<file path="config.mk">
export PLATFORM = sky130hd
export DESIGN_NAME = dual_countdown_timer
export DESIGN_NICKNAME = d
export VERILOG_FILES = /design/src/rtl/timer_pkg.sv /design/src/rtl/countdown_unit.sv /design/src/rtl/timer_regs.sv /design/src/rtl/dual_countdown_timer.sv
export SDC_FILE = /design/constraint.sdc
export NUM_CORES = 1
export LEC_CHECK = 0
export ABC_AREA = 1
export BUFFER_PORTS_ARGS = -buffer_cell sky130_fd_sc_hd__buf_2
export CORE_ASPECT_RATIO = 0.8
export CORE_MARGIN = 2
export CORE_UTILIZATION = 40
export CTS_CLUSTER_SIZE = 24
export DETAILED_ROUTE_END_ITERATION = 8
export GPL_TIMING_DRIVEN = 0
export MAX_ROUTING_LAYER = met4
export PLACE_DENSITY = 0.65
export SLEW_MARGIN = 20
export SYNTH_ARGS = -nofsm -noshare
export SYNTH_HDL_FRONTEND = slang
export SYNTH_SLANG_ARGS = --single-unit
</file>
<file path="constraint.sdc">
create_clock -name clk -period 4.7 [get_ports clk]
set_input_delay 0.47 -clock clk [delete_from_list [all_inputs] [get_ports clk]]
set_output_delay 0.47 -clock clk [all_outputs]
set_load 0.005 [all_outputs]
</file>
<file path="src/rtl/timer_pkg.sv">
// Package: shared register offsets and control bit positions for the
// dual down-counting timer. Assumes byte addressing of 32-bit words.
package timer_pkg;
    localparam int NUM_CNT        = 2;
    localparam int CTRL_OFS       = 8'h00;
    localparam int CNT_BASE_OFS   = 8'h10;  // first counter reload register
    localparam int CNT_STRIDE     = 8;      // bytes per counter register pair
    localparam int COUNT_SUB_OFS  = 4;      // count register follows reload
    localparam int RUN_BIT0       = 0;      // run bit of counter n is 2n
    localparam int AUTO_BIT0      = 1;      // auto-reload bit of counter n is 2n+1
    localparam int STICKY_BIT     = 8;
    localparam int IRQ_CNT        = 1;      // counter that drives the interrupt
endpackage

</file>
<file path="src/rtl/countdown_unit.sv">
// Module: one down-counter with its reload register.
// Decrements on each tick while running; at zero it either reloads
// (auto-reload) or expires once and latches a done flag (one-shot).
// Assumes the write strobes are already decoded by the register block.
module countdown_unit #(
    parameter int WIDTH = 32
) (
    input  logic             clk,
    input  logic             rst_n,
    input  logic             tick,
    input  logic             run,
    input  logic             auto_reload,
    input  logic             reload_we,
    input  logic             count_we,
    input  logic [WIDTH-1:0] wdata,
    output logic [WIDTH-1:0] count_q,
    output logic [WIDTH-1:0] reload_q,
    output logic             expire
);
    logic done_q;
    logic at_zero;
    logic advance;

    assign at_zero = (count_q == '0);
    // A bus write on the count register pre-empts any count activity.
    assign advance = tick && run && !done_q && !count_we;
    assign expire  = advance && at_zero;

    // Purpose: hold the software reload value.
    always_ff @(posedge clk) begin
        if (!rst_n)
            reload_q <= '0;
        else if (reload_we)
            reload_q <= wdata;
    end

    // Purpose: count down, reload or stop, with bus writes taking priority.
    always_ff @(posedge clk) begin
        if (!rst_n) begin
            count_q <= '0;
            done_q  <= 1'b0;
        end else if (count_we) begin
            count_q <= wdata;
            done_q  <= 1'b0;
        end else if (advance) begin
            if (at_zero) begin
                if (auto_reload)
                    count_q <= reload_q;
                else
                    done_q <= 1'b1;
            end else begin
                count_q <= count_q - 1'b1;
            end
        end
    end
endmodule

</file>
<file path="src/rtl/timer_regs.sv">
// Module: register port for the dual timer. Decodes writes, keeps the
// control bits and sticky flag, drives the interrupt pulse and muxes
// read data. Assumes full-address decode; unmapped offsets read zero.
module timer_regs
    import timer_pkg::*;
#(
    parameter int ADDR_W = 8,
    parameter int DATA_W = 32
) (
    input  logic                           clk,
    input  logic                           rst_n,
    input  logic [ADDR_W-1:0]              bus_addr,
    input  logic                           bus_we,
    input  logic [DATA_W-1:0]              bus_wdata,
    input  logic [NUM_CNT-1:0][DATA_W-1:0] count_q,
    input  logic [NUM_CNT-1:0][DATA_W-1:0] reload_q,
    input  logic [NUM_CNT-1:0]             expire,
    output logic [NUM_CNT-1:0]             run,
    output logic [NUM_CNT-1:0]             auto_reload,
    output logic [NUM_CNT-1:0]             reload_we,
    output logic [NUM_CNT-1:0]             count_we,
    output logic [2*NUM_CNT-1:0]           ctrl_bits,
    output logic                           sticky_q,
    output logic                           irq,
    output logic [DATA_W-1:0]              bus_rdata
);
    localparam int CTRL_W = 2 * NUM_CNT;

    logic ctrl_we;
    assign ctrl_we = bus_we && (bus_addr == ADDR_W'(CTRL_OFS));

    // Purpose: per-counter write decode and control bit fan-out.
    for (genvar g = 0; g < NUM_CNT; g++) begin : g_dec
        localparam int RL_OFS = CNT_BASE_OFS + g * CNT_STRIDE;
        assign reload_we[g]   = bus_we && (bus_addr == ADDR_W'(RL_OFS));
        assign count_we[g]    = bus_we && (bus_addr == ADDR_W'(RL_OFS + COUNT_SUB_OFS));
        assign run[g]         = ctrl_bits[RUN_BIT0 + 2 * g];
        assign auto_reload[g] = ctrl_bits[AUTO_BIT0 + 2 * g];
    end

    // Purpose: control bits, written whole on a control write.
    always_ff @(posedge clk) begin
        if (!rst_n)
            ctrl_bits <= '0;
        else if (ctrl_we)
            ctrl_bits <= bus_wdata[CTRL_W-1:0];
    end

    // Purpose: sticky expiry flag, write-one-to-clear, set has priority.
    always_ff @(posedge clk) begin
        if (!rst_n)
            sticky_q <= 1'b0;
        else if (expire[IRQ_CNT])
            sticky_q <= 1'b1;
        else if (ctrl_we && bus_wdata[STICKY_BIT])
            sticky_q <= 1'b0;
    end

    // Purpose: one-cycle interrupt pulse after each interrupting expiry.
    always_ff @(posedge clk) begin
        if (!rst_n)
            irq <= 1'b0;
        else
            irq <= expire[IRQ_CNT];
    end

    // Purpose: combinational read data, zero for unmapped offsets.
    always_comb begin
        bus_rdata = '0;
        if (bus_addr == ADDR_W'(CTRL_OFS)) begin
            bus_rdata[CTRL_W-1:0]  = ctrl_bits;
            bus_rdata[STICKY_BIT]  = sticky_q;
        end
        for (int i = 0; i < NUM_CNT; i++) begin
            if (bus_addr == ADDR_W'(CNT_BASE_OFS + i * CNT_STRIDE))
                bus_rdata = reload_q[i];
            if (bus_addr == ADDR_W'(CNT_BASE_OFS + i * CNT_STRIDE + COUNT_SUB_OFS))
                bus_rdata = count_q[i];
        end
    end
endmodule

</file>
<file path="src/rtl/dual_countdown_timer.sv">
// Module: top of the dual down-counting timer. Instantiates the register
// port and one countdown_unit per counter. Assumes a single clock domain
// and a tick strobe synchronous to it.
module dual_countdown_timer
    import timer_pkg::*;
#(
    parameter int ADDR_W = 8,
    parameter int DATA_W = 32
) (
    input  logic              clk,
    input  logic              rst_n,
    input  logic              tick,
    input  logic [ADDR_W-1:0] bus_addr,
    input  logic              bus_we,
    input  logic [DATA_W-1:0] bus_wdata,
    output logic [DATA_W-1:0] bus_rdata,
    output logic              irq
);
    logic [NUM_CNT-1:0][DATA_W-1:0] count_q;
    logic [NUM_CNT-1:0][DATA_W-1:0] reload_q;
    logic [NUM_CNT-1:0]             expire;
    logic [NUM_CNT-1:0]             run;
    logic [NUM_CNT-1:0]             auto_reload;
    logic [NUM_CNT-1:0]             reload_we;
    logic [NUM_CNT-1:0]             count_we;
    logic [2*NUM_CNT-1:0]           ctrl_bits;
    logic                           sticky_q;

    timer_regs #(.ADDR_W(ADDR_W), .DATA_W(DATA_W)) u_regs (
        .clk         (clk),
        .rst_n       (rst_n),
        .bus_addr    (bus_addr),
        .bus_we      (bus_we),
        .bus_wdata   (bus_wdata),
        .count_q     (count_q),
        .reload_q    (reload_q),
        .expire      (expire),
        .run         (run),
        .auto_reload (auto_reload),
        .reload_we   (reload_we),
        .count_we    (count_we),
        .ctrl_bits   (ctrl_bits),
        .sticky_q    (sticky_q),
        .irq         (irq),
        .bus_rdata   (bus_rdata)
    );

    // Purpose: one counter per channel.
    for (genvar g = 0; g < NUM_CNT; g++) begin : g_cnt
        countdown_unit #(.WIDTH(DATA_W)) u_cnt (
            .clk         (clk),
            .rst_n       (rst_n),
            .tick        (tick),
            .run         (run[g]),
            .auto_reload (auto_reload[g]),
            .reload_we   (reload_we[g]),
            .count_we    (count_we[g]),
            .wdata       (bus_wdata),
            .count_q     (count_q[g]),
            .reload_q    (reload_q[g]),
            .expire      (expire[g])
        );
    end
endmodule

</file>
== Word-level counts from Yosys, hierarchy flattened ==
Cells that the tools add are included.

* $add $sub $neg: 2
* Reduce and logical (&&, ||, !) cells: 29
* Equal/unequal tests: 6
* Bitwise operators: 3
* Mux-type cells: 16

{| class="wikitable"
|+ Operators by type and width
! operator !! number
|-
| $mux W32 || 12
|-
| $logic_not A32 Y1 || 2
|-
| $sub A32 B1 Y32 const B || 2
|-
| $eq A8 B5 Y1 const B || 4
|-
| $logic_and A1 B1 Y1 || 13
|-
| $logic_not A8 Y1 || 1
|-
| $ne A3 B2 Y1 const B || 2
|-
| $reduce_and A3 Y1 || 2
|-
| $reduce_bool A2 Y1 || 3
|-
| $logic_not A1 Y1 || 4
|-
| $mux W4 || 1
|-
| $reduce_and A2 Y1 || 2
|-
| $reduce_or A2 Y1 || 2
|-
| $mux W1 || 3
|-
| $not A1 Y1 || 3
|}

* Output and inout port bits: 33
* Flip-flop bits (word level): 136

== Depth between registers and ports, before layout ==
Gate-level depths: netlist of the first run.

* Depth in word-level cells: 6
* Depth in mapped cells: 14
* Gate-level depth less buffers: 13

== By module ==
A second synthesis of the first run with hierarchy kept.

* Cells, all modules: 1524
* Area total of the unflattened synthesis: 9361.5 um^2

{| class="wikitable"
|+ By module, submodules not included
! module !! instances !! cells each !! area each (um^2) !! sequential area each (um^2)
|-
| countdown_unit (g_cnt[0].u_cnt) || 1 || 629 || 3982.6 || 1301.2
|-
| countdown_unit (g_cnt[1].u_cnt) || 1 || 628 || 3895.0 || 1301.2
|-
| timer_regs || 1 || 267 || 1483.9 || 120.1
|}

== Worst setup path after synthesis of the first run ==
No wires, ideal clock.

* Path type: input to output
* From: in bus_addr[5]
* To: out bus_rdata[24]
* Stages: 8
* Arrival time: 1.564 ns
* Slack: 2.666 ns
* Data required time: 4.230 ns
* Path through: inv_1 > nand3_4 > inv_2 > nand2_1 > clkbuf_1 > nor2_1 > a221oi_1 > o21ai_0

* Word-level cells in the longest chain between the ends: 5
* Elaborated cells between the ends (all ways): 8
* Classes of those cells: eq/ne (4); mux (4)

{| class="wikitable"
|+ RTL lines
! item !! line !! RTL
|-
| start, declared || dual_countdown_timer.sv:13 || <nowiki>input logic [ADDR_W-1:0] bus_addr,</nowiki>
|-
| $eq A8 B5 Y1 || timer_regs.sv:75 || <nowiki>if (bus_addr == ADDR_W'(CNT_BASE_OFS + i * CNT_STRIDE))</nowiki>
|-
| $mux W32 || timer_regs.sv:75 ||
|-
| $mux W32 || timer_regs.sv:77 || <nowiki>if (bus_addr == ADDR_W'(CNT_BASE_OFS + i * CNT_STRIDE + COUNT_SUB_OFS))</nowiki>
|-
| $mux W32 || timer_regs.sv:75 ||
|-
| $mux W32 * || timer_regs.sv:77 ||
|-
| end, declared || dual_countdown_timer.sv:16 || <nowiki>output logic [DATA_W-1:0] bus_rdata,</nowiki>
|}

Mark *: on every way between the ends. The rest lies on a longest branch, timed or not.

== Worst setup path after layout of the first run ==
* From: in bus_addr[5]
* To: out bus_rdata[30]

Same word-level chain as after synthesis.

==> results of run 1 <==
-- per-layer routing --
layer | part of all wire (%) | GRT usage [%] | vias up | routed length, um
met4 | 1.7 | 6.913 | 0 | 660
met3 | 10 | 5.620 | 47 | 4034
li1 | - | - | 5187 | -
met2 | 41 | 45.22 | 537 | 15900
met5 | 0 | - | - | 0
met1 | 47 | 47.84 | 5133 | 18100
-- state kept, by name, summed over array words and instances (netlist names) --
register,cells
u_regs.ctrl_bits,4
u_regs.sticky_q,1
g_cnt.u_cnt.reload_q,64
g_cnt.u_cnt.count_q,64
u_regs.irq,1
g_cnt.u_cnt.done_q,2
-- worst paths after layout --
kind,start,end,slack (ns),cells after the start
worst max-delay path,bus_addr[5],bus_rdata[30],1.75,10
worst min-delay path,bus_wdata[6],g_cnt[0].u_cnt.reload_q[6]$_SDFFE_PN0P_,0.34,3
worst max register to register,g_cnt[1].u_cnt.count_q[0]$_SDFFE_PN0P_,g_cnt[1].u_cnt.count_q[18]$_SDFFE_PN0P_,2.22,10
worst min register to register,g_cnt[0].u_cnt.reload_q[8]$_SDFFE_PN0P_,g_cnt[0].u_cnt.reload_q[8]$_SDFFE_PN0P_,0.47,2
-- synth_stat cells, drive strengths merged (6+ instances only) --
| cell | count |
|---|---|
| a21boi | 16 |
| a21oi | 119 |
| a221oi | 18 |
| buf | 35 |
| clkbuf | 34 |
| dfxtp | 136 |
| inv | 153 |
| nand2 | 397 |
| nand3 | 126 |
| nand4 | 14 |
| nor2 | 307 |
| nor3 | 8 |
| o211ai | 10 |
| o21ai | 130 |
| o22ai | 6 |
| xor2 | 17 |
-- per-stage QoR --
stage | std cells | utilization [%] | hold slack, ns
finish | 1956 | 46.61 | 0.3434
global route | 1956 | 46.61 | 0.3382
CTS | 1956 | 46.61 | 0.3335
detailed placement | 1924 | 44.08 | 0.4647
global placement | 1924 | 44.08 | 0.4609
floorplan | 1543 | - | 0.4392
-- logic make-up (layout without fill, tap and decap cells) --
group / Yosys count / in the layout
simple gates: 853 / 853
buf+inv: 222 / 329
xor+xnor: 21 / 21
compound gates: 307 / 307
flops: 136 / 136
fa+ha+maj: 4 / 4
-- worst reg2reg max path: stages, from the launching register on --
cell and delay [ns]:
sky130_fd_sc_hd__dfxtp_1 0.32, sky130_fd_sc_hd__inv_1 0.17, sky130_fd_sc_hd__ha_1 0.30, sky130_fd_sc_hd__nand2_1 0.18, sky130_fd_sc_hd__nor2_2 0.54, sky130_fd_sc_hd__nand3_1 0.33
sky130_fd_sc_hd__xor2_1 0.22, sky130_fd_sc_hd__nor2_1 0.11, sky130_fd_sc_hd__nor2_1 0.05, sky130_fd_sc_hd__nor2_1 0.08, sky130_fd_sc_hd__nor2_1 0.04
-- final cells by class --
| type | instances | area (um2) | share of cell area (%) |
|---|---|---|---|
| Multi-Input combinational cell | 1185 | 5490 | 52.49 |
| Sequential cell | 136 | 2723 | 26.03 |
| Inverter | 153 | 574.3 | 5.491 |
| Clock buffer | 18 | 439.2 | 4.199 |
| Tap cell | 306 | 382.9 | 3.661 |
| Timing Repair Buffer | 75 | 375.4 | 3.589 |
| Buffer | 69 | 346.6 | 3.314 |
| Clock inverter | 14 | 127.6 | 1.220 |
-- power by group --
group / switching (mW) / internal, mW
Combinational: 0.125 / 0.0439
Sequential: 0.00179 / 1.15
Clock: 0.575 / 0.742
-- layout by cell type, fill, tap and decap left out, types with 18 or more instances in the layout --
cell type                  count
sky130_fd_sc_hd__o21ai_0     122
sky130_fd_sc_hd__a21oi_1     119
sky130_fd_sc_hd__nand2_1     391
sky130_fd_sc_hd__buf_2        94
sky130_fd_sc_hd__nand3_1     121
sky130_fd_sc_hd__dfxtp_1     136
sky130_fd_sc_hd__clkbuf_1     34
sky130_fd_sc_hd__a221oi_1     18
sky130_fd_sc_hd__inv_1       140
sky130_fd_sc_hd__nor2_1      288
==> reports/results.txt, run 1 <==
The slowest stage of the critical path belongs to the cell sky130_fd_sc_hd__a221oi_1. The layout overhead on the synthesized area is 14.51%. After routing the design area is 10,460 um2. The Yosys step of the flow raised 0 warnings. The synthesized-area fraction occupied by ao, oa, aoi and oai cells is 18.60%, and the number of DRC markers in iteration 0 is 1,337. Once detail routing completed, the nets flagged for antenna violations numbered 0.

The final layout contains routed wiring with a total length of 38.70 mm. In the global route stage, overall resource usage came out at 32.26%. Buffers placed on the I/O ports in this run total 75.

The path class of the tightest hold or removal check is in -> reg. For this run, asynchronously set or reset flops after synthesis account for 0%. The run gives 49 as the number of rows in the core area.

77 I/O pins were placed. For the maximum clock path buffer count, the log shows 2. Counting both buffers and inverters, the worst setup path holds a total of 5.

Power spread over the standard cell area amounts to 252.6 nW/um2. The critical path in this run is classified as in -> out. The effective utilization at floorplan is 40.70%, and the max-cap check violation count is 0.

Synthesis handed over a netlist of 1,543 instances. The tools report the total congestion overflow after global routing as 0. Dividing the final minimum period by the clock period gives 62.81%. Clock tree synthesis selected as its root buffer the cell sky130_fd_sc_hd__clkbuf_16.

The core area is 22,440 um2. The count of buffers added by post-CTS timing repair for setup is 0, and the placed cell area is 9892 um2. The max-slew violation count came out at 0.

The layout has 2,446 filler cells. TritonCTS built the clock tree. For the first-pass GRT wire length, the log shows 56.83 mm. Yosys mapped a number of flops with a built-in enable equal to 0.

After detailed routing, the average wire length per cell comes to 19.78 um. The flip-flop cell with the highest count after synthesis is sky130_fd_sc_hd__dfxtp_1. In the synthesized netlist, mux cells make up 0% of the area. The largest family of logic cells by synthesized area was simple AND/OR/NAND/NOR gates. The signal on the critical path passes through buf_2 -> inv_1 -> nand3_4 -> inv_2 -> nand2_1 -> clkbuf_1 -> nor2_1 -> a221oi_1 -> o21ai_0 -> buf_2.

The number of hold buffers added after CTS was 0. Buffers inserted during clock tree synthesis total 17. In this run the static leakage power is 5.051 nW. The mean number of vias per cell is 5.575. Measured against its own limit, the worst slew margin works out to 46.71%. The tools report the post-placement worst setup slack as 1.840 ns. Pin count of the biggest net entering global routing: 17. Total power for the finished layout comes to 2.642 mW.

The most repeated library cell on the critical path was sky130_fd_sc_hd__buf_2. The top cell type by area accounts for 29.81% of the synthesized area. At the end of the flow, the number of nets in the layout was 1,685.

Adding up every negative setup slack in the final design gives 0 ns. The clock insertion delay at the later pin of the skew report is 0.44 ns. Counting flops and latches in the post-synthesis netlist gives 136. For this run, the register share of the synthesized area comes to 29.81%.

0 antenna diodes ended up in the layout. The tools report the required time of the critical path as 4.23 ns. The critical-path maximum fanout works out to 10. The run gives 9,567 as the via count of the first global-routing pass. The routed design could run at a clock period as short as 2.952 ns. The cell family contributing the most delay on the critical path is buffers and inverters. The number of gates resized after CTS was 0. Die outline width: 172.9 um.

Post-DP HPWL: 31.25 mm. The H-tree was split into 4 levels. Post-synthesis share of cell area spent on and, or, nand and nor gates: 38.95%. The initial antenna violation count is 0. The worst setup path is launched from an input port.

After synthesis, the mean cell area works out to 5.919 um2. Setup repair after global routing left no endpoint under its margin. VDD sags by at most 0.1978 mV.

The placer's final routability congestion estimate is 0.9918. After synthesis, the cell types taking the most area are sky130_fd_sc_hd__dfxtp_1, sky130_fd_sc_hd__nand2_1, sky130_fd_sc_hd__nor2_1. The first detailed-routing pass ran for 5 iterations.

In the routed design, unresolved DRC markers number 0. The run gives 1.748 ns as the smallest setup slack after layout. The run gives 0 as the final count of negative-setup-slack endpoints. The area share of fa/ha/maj cells after synthesis was 0.5479%.

For the post-synthesis cell type count, the log shows 36. The height of the die is 139.2 um, and the post-synthesis instance area is 9134 um2. The die area is 24,070 um2, and the clock transition at the register clock pins on the worst setup and hold paths after CTS is 0.06 ns. The routed layout has 10,900 vias.

The longest individual stage delay on the worst path works out to 0.42 ns. The run finished with clean final reports. Pin slew with the least headroom to its limit: 0.7994 ns.

The post-route netlist has 11.09% of its cells at a drive strength greater than 1. The tools report the worst path arrival time as 2.48 ns. Across the routed clock network, the largest skew measured is 0.007650 ns. The tools report the endpoint kind of the worst setup timing path as a primary output. Static timing analysis puts the maximum clock frequency at 338.7 MHz. The library cell occupying the most area in the post-synthesis netlist was sky130_fd_sc_hd__dfxtp_1. Area share of xor/xnor cells in the synthesized design: 2.014%. The number of nets in the synthesized netlist is 1,591, and the count of endpoints failing hold in the final timing report is 0. Clock tree synthesis found a total of 136 sinks.
(Power assumes the default switching activity.)
==> run 2, diff against run 1 <==
- ABC_AREA: 1 -> 0
- clock period: 4.7 -> 2.75 ns (I/O delays scaled with it)
==> run 2 against run 1 <==
  * Non-clock buffer count up 26
  * Clock skew up 0.0034 ns
  * Worst hold slack worse by 0.20 ns
  * Combinational power up 100%
  * Sequential power up 71%
  * Wire length down 14%
  * Largest cell class unchanged
  * Largest power group unchanged
==> reports/results.txt, run 2 <==
The most frequent standard cell in the layout excluding fill and tap cells is sky130_fd_sc_hd__nand2_1 (unchanged). The internal power consumption is 3.482 mW (was 1.940 mW), and the first-pass GRT wire length is 49.88 mm (was 56.83 mm). The class of the most critical setup path was reg -> reg (was in -> out).

The run gives 8,192 (was 9,567) as the via count of the first global-routing pass. The smallest clock period supported by the final layout is computed as 2.675 ns. The clock transition at the register clock pins on the worst setup and hold paths after CTS came out at 0.06 ns (about the same). Placed cell area: 9204 um2 (was 9892 um2). The number of storage elements in the synthesis netlist was 136 (unchanged). Sequential share of power: 42.5% (was 43.8%). The tools report the total congestion overflow after global routing as 0 (unchanged).

The residual DRC count was 0 (unchanged); the proportion of total power due to net switching was 25.14% (was 26.57%). The longest individual stage delay on the worst path is 0.59 ns (was 0.42 ns). For the I/O pin count, the log shows 77 (unchanged). The tools report the clock insertion delay at the later pin of the skew report as 0.44 ns (about the same). Maximum vdd ir drop: 0.3316 mV (was 0.1978 mV). The flow ran to the end, and the final reports show no timing, DRC or antenna violations.

The iteration count of the initial detailed-routing pass was 6 (was 5). Top cells by count, synth: sky130_fd_sc_hd__nand2_1, sky130_fd_sc_hd__dfxtp_1, sky130_fd_sc_hd__a21oi_1 (was sky130_fd_sc_hd__nand2_1, sky130_fd_sc_hd__nor2_1, sky130_fd_sc_hd__inv_1). The routed length per instance came out at 22.55 um (was 19.78 um). The run gives 1,230 (was 1,337) as the number of DRC markers in iteration 0. The required time of the critical path was 3.07 ns (was 4.23 ns).

For the hold-fix buffer count after cts, the log shows 0 (unchanged). For the number of buffers created by CTS, the log shows 17 (unchanged). The total chip power came out at 4.651 mW (was 2.642 mW). The post-placement worst setup slack is -0.5244 ns (was 1.840 ns), and the pin slew with the least headroom to its limit is 0.9385 ns (was 0.7994 ns). Worst setup skew after layout: 0.01108 ns (was 0.007650 ns). The mean number of vias per cell was 6.139 (was 5.575). Effective utilization at floorplan: 40.93% (was 40.70%). The logs give 9,018 (was 10,900) for the number of vias after detailed routing and 0 (unchanged) for the max-cap check violation count. Cells taking the most area after synthesis: sky130_fd_sc_hd__dfxtp_1, sky130_fd_sc_hd__nand2_1, sky130_fd_sc_hd__mux4_2 (was sky130_fd_sc_hd__dfxtp_1, sky130_fd_sc_hd__nand2_1, sky130_fd_sc_hd__nor2_1).

The maximum clock path buffer count is 2 (unchanged), and the smallest setup slack after layout is 0.07524 ns (was 1.748 ns). The worst hold-check path type is in -> reg (unchanged). The register area share after synthesis is 32.04% (was 29.81%), and the sum of buffers and inverters on the critical path is 2 (was 5).

Kind of start point of the critical path: a flop (was an input port). The endpoint kind of the worst setup timing path was a flop (was a primary output). The count of input and output buffers is 74 (was 75), and the layout overhead on the synthesized area is 17.33% (was 14.51%).

The tools report the maximum level of the CTS H-tree as 4 (unchanged). TritonCTS built the clock tree. The placer's final routability congestion estimate is 0.9746 (was 0.9918).

The height of the die came out at 134.4 um (was 139.2 um). Placed instance count: 1,429 (was 1,924). Kind of cell adding the most delay to the critical path: simple AND/OR/NAND/NOR gates (was buffers and inverters).

Net count of the finished layout: 1,235 (was 1,685). The max-slew violation count is 0 (unchanged), and the clock net sink count is 136 (unchanged). The die outline width is 167.0 um (was 172.9 um). Cell area after layout: 9970 um2 (was 10,460 um2). The number of rows in the core area was 47 (was 49). Library cell occupying the most area in the post-synthesis netlist: sky130_fd_sc_hd__dfxtp_1 (unchanged). Flip-flop cell with the highest count after synthesis: sky130_fd_sc_hd__dfxtp_1 (unchanged). The critical-path cell with the highest stage delay is sky130_fd_sc_hd__or4_4 (was sky130_fd_sc_hd__a221oi_1).

The logs give 1,134 (was 1,591) for the number of nets in the synthesized netlist and 7.4% (was 6.4%) for the combinational cell fraction of total power. The initial antenna violation count is 0 (unchanged). The die area was 22,430 um2 (was 24,070 um2); the async set-reset flop share out of synthesis was 0% (unchanged). Share of final-layout standard cells stronger than drive strength 1: 16.33% (was 11.09%). Relative max-transition margin: 36.95% (was 46.71%). The area share of the leading cell type in the synthesized netlist is 32.04% (was 29.81%), and the total global-route track usage is 30.00% (was 32.26%). The logs give 1,086 (was 1,543) for the cell count after synthesis and 0 (unchanged) for the diode insertion count for antenna repair. Commonest cells after routing, fill and taps aside: sky130_fd_sc_hd__nand2_1, sky130_fd_sc_hd__dfxtp_1, sky130_fd_sc_hd__a21oi_1 (was sky130_fd_sc_hd__nand2_1, sky130_fd_sc_hd__nor2_1, sky130_fd_sc_hd__inv_1). The register-to-register setup slack was 0.08 ns (was 2.22 ns). Chain of cells forming the critical path: or4_1 -> or2_0 -> buf_6 -> or4_4 -> clkbuf_4 -> nand2_1 -> a21oi_1 -> a221o_1 (was buf_2 -> inv_1 -> nand3_4 -> inv_2 -> nand2_1 -> clkbuf_1 -> nor2_1 -> a221oi_1 -> o21ai_0 -> buf_2). For the pin count of the biggest net entering global routing, the log shows 17 (unchanged). The tools report the count of endpoints failing hold in the final timing report as 0 (unchanged). The most repeated cell in the gate-level netlist after synthesis was sky130_fd_sc_hd__nand2_1 (unchanged). The run gives 2.99 ns (was 2.48 ns) as the worst path arrival time. Derived from the worst setup path, the maximum achievable clock frequency is 373.9 MHz. The mean instance size in the synthesized netlist was 7.824 um2 (was 5.919 um2). Clock group share of total power: 50.1% (was 49.8%).

The critical-path maximum fanout was 10 (unchanged); the final count of negative-setup-slack endpoints was 0 (unchanged). Largest registers in the final layout: g_cnt.u_cnt.count_q x64, g_cnt.u_cnt.reload_q x64, u_regs.ctrl_bits x4 (unchanged). The number of flops mapped to enable cells by yosys is 0 (unchanged). The tools report the total detailed-routing wirelength as 33.13 mm (was 38.70 mm). The master cell of the clock root buffer was sky130_fd_sc_hd__clkbuf_16 (unchanged). The post-synthesis cell type count was 59 (was 36). The run gives 1,469 (was 1,956) as the number of standard cells in the final layout excluding fillers. The post-DP HPWL was 25.23 mm (was 31.25 mm); the core area was 20,760 um2 (was 22,440 um2).

Post-synthesis instance area: 8497 um2 (was 9134 um2). The switching power is 1.169 mW (was 0.7019 mW). The synthesis warning total is 0 (unchanged). Setup repair after global routing left no endpoint under its margin.

The power density normalized to cell area works out to 466.5 nW/um2 (was 252.6 nW/um2). The post-detailed-route count of antenna-violating nets was 0 (unchanged); the total leakage power was 3.990 nW (was 5.051 nW). The share of the clock period used by the worst path after layout was 97.26%.
[run 2: changes by cell type in the layout (fill, tap and decap cells not counted), moves of 18 or more]
cell and change:
sky130_fd_sc_hd__a221oi_1 -18, sky130_fd_sc_hd__and3_1 +32, sky130_fd_sc_hd__clkbuf_1 +34, sky130_fd_sc_hd__inv_1 -131, sky130_fd_sc_hd__mux2i_1 +22, sky130_fd_sc_hd__mux4_2 +27, sky130_fd_sc_hd__nand2_1 -155, sky130_fd_sc_hd__nand3_1 -71
sky130_fd_sc_hd__nor2_1 -220, sky130_fd_sc_hd__nor3_1 +27, sky130_fd_sc_hd__o21ai_0 -101, sky130_fd_sc_hd__xnor2_1 +21
[run 2: final timing paths]
kind                                         endpoint  cells after the start                                      from
max            g_cnt[0].u_cnt.count_q[5]$_SDFFE_PN0P_                      8   g_cnt[0].u_cnt.count_q[15]$_SDFFE_PN0P_
min reg2reg  g_cnt[0].u_cnt.reload_q[11]$_SDFFE_PN0P_                      2  g_cnt[0].u_cnt.reload_q[11]$_SDFFE_PN0P_
max reg2reg    g_cnt[0].u_cnt.count_q[5]$_SDFFE_PN0P_                      8   g_cnt[0].u_cnt.count_q[15]$_SDFFE_PN0P_
min          g_cnt[1].u_cnt.reload_q[24]$_SDFFE_PN0P_                      3                             bus_wdata[24]
[run 2: layout make-up]
cell class	count	area, um2
multi-input cells	851	5449
plain buffers	88	394.1
inverters	11	41.29
fillers	2024	10790
well taps	269	336.6
flip-flops and latches	136	2725
repair buffers	82	430.4
clock buffers	21	470.5
clock inverters	11	122.6
[run 2: stage by stage]
stage	hold WS (ns)	TNS (ns)	util (%)
after floorplan	0.3840	0	-
after global routing	0.1397	0	48.03
after global placement	0.4546	-30.45	44.34
final	0.1400	0	48.03
after detailed placement	0.4739	-35.30	44.34
after CTS	0.1323	0	47.56
[run 2: what timing repair did]
item | 4_1_cts | 5_1_grt
gates resized for setup | 6 | 16
pin swaps | 4 | 3
setup buffers | 6 | 2
endpoints found under the setup margin | 76 | 63
[run 2: cell families after synthesis]
logic type,after synthesis,share of synthesized area [%]
xor+xnor,50,5.154
simple gates,519,29.48
compound gates,229,17.91
flops,136,32.04
buf+inv,99,5.080
fa+ha+maj,4,0.5890
mux,49,9.748
[run 2: worst register-to-register path: cells and delay by family (launching register included)]
family | cells | cell delay, ns
AND/OR/NAND/NOR | 4 | 1.45
buffers and inverters | 2 | 0.39
flip-flops | 1 | 0.37
AO/OA/AOI/OAI | 2 | 0.35
[run 2: routing by layer]
metal	global-route usage (%)	routed length (um)	vias to the layer above
li1	-	-	4123
met1	42.70	14380	4309
met2	43.28	14270	520
met3	5.164	3726	66
met4	9.387	752	0
met5	-	0	-
[run 2: power by group through the flow]
stage                     registers, mW  logic (mW)  clock network [mW]
after CTS                          1.98       0.332                2.32
after floorplan                    2.02       0.182                   0
final                              1.98       0.346                2.33
after global routing               1.98       0.365                2.41
after global placement             2.02       0.326                   0
after detailed placement           2.02       0.326                   0
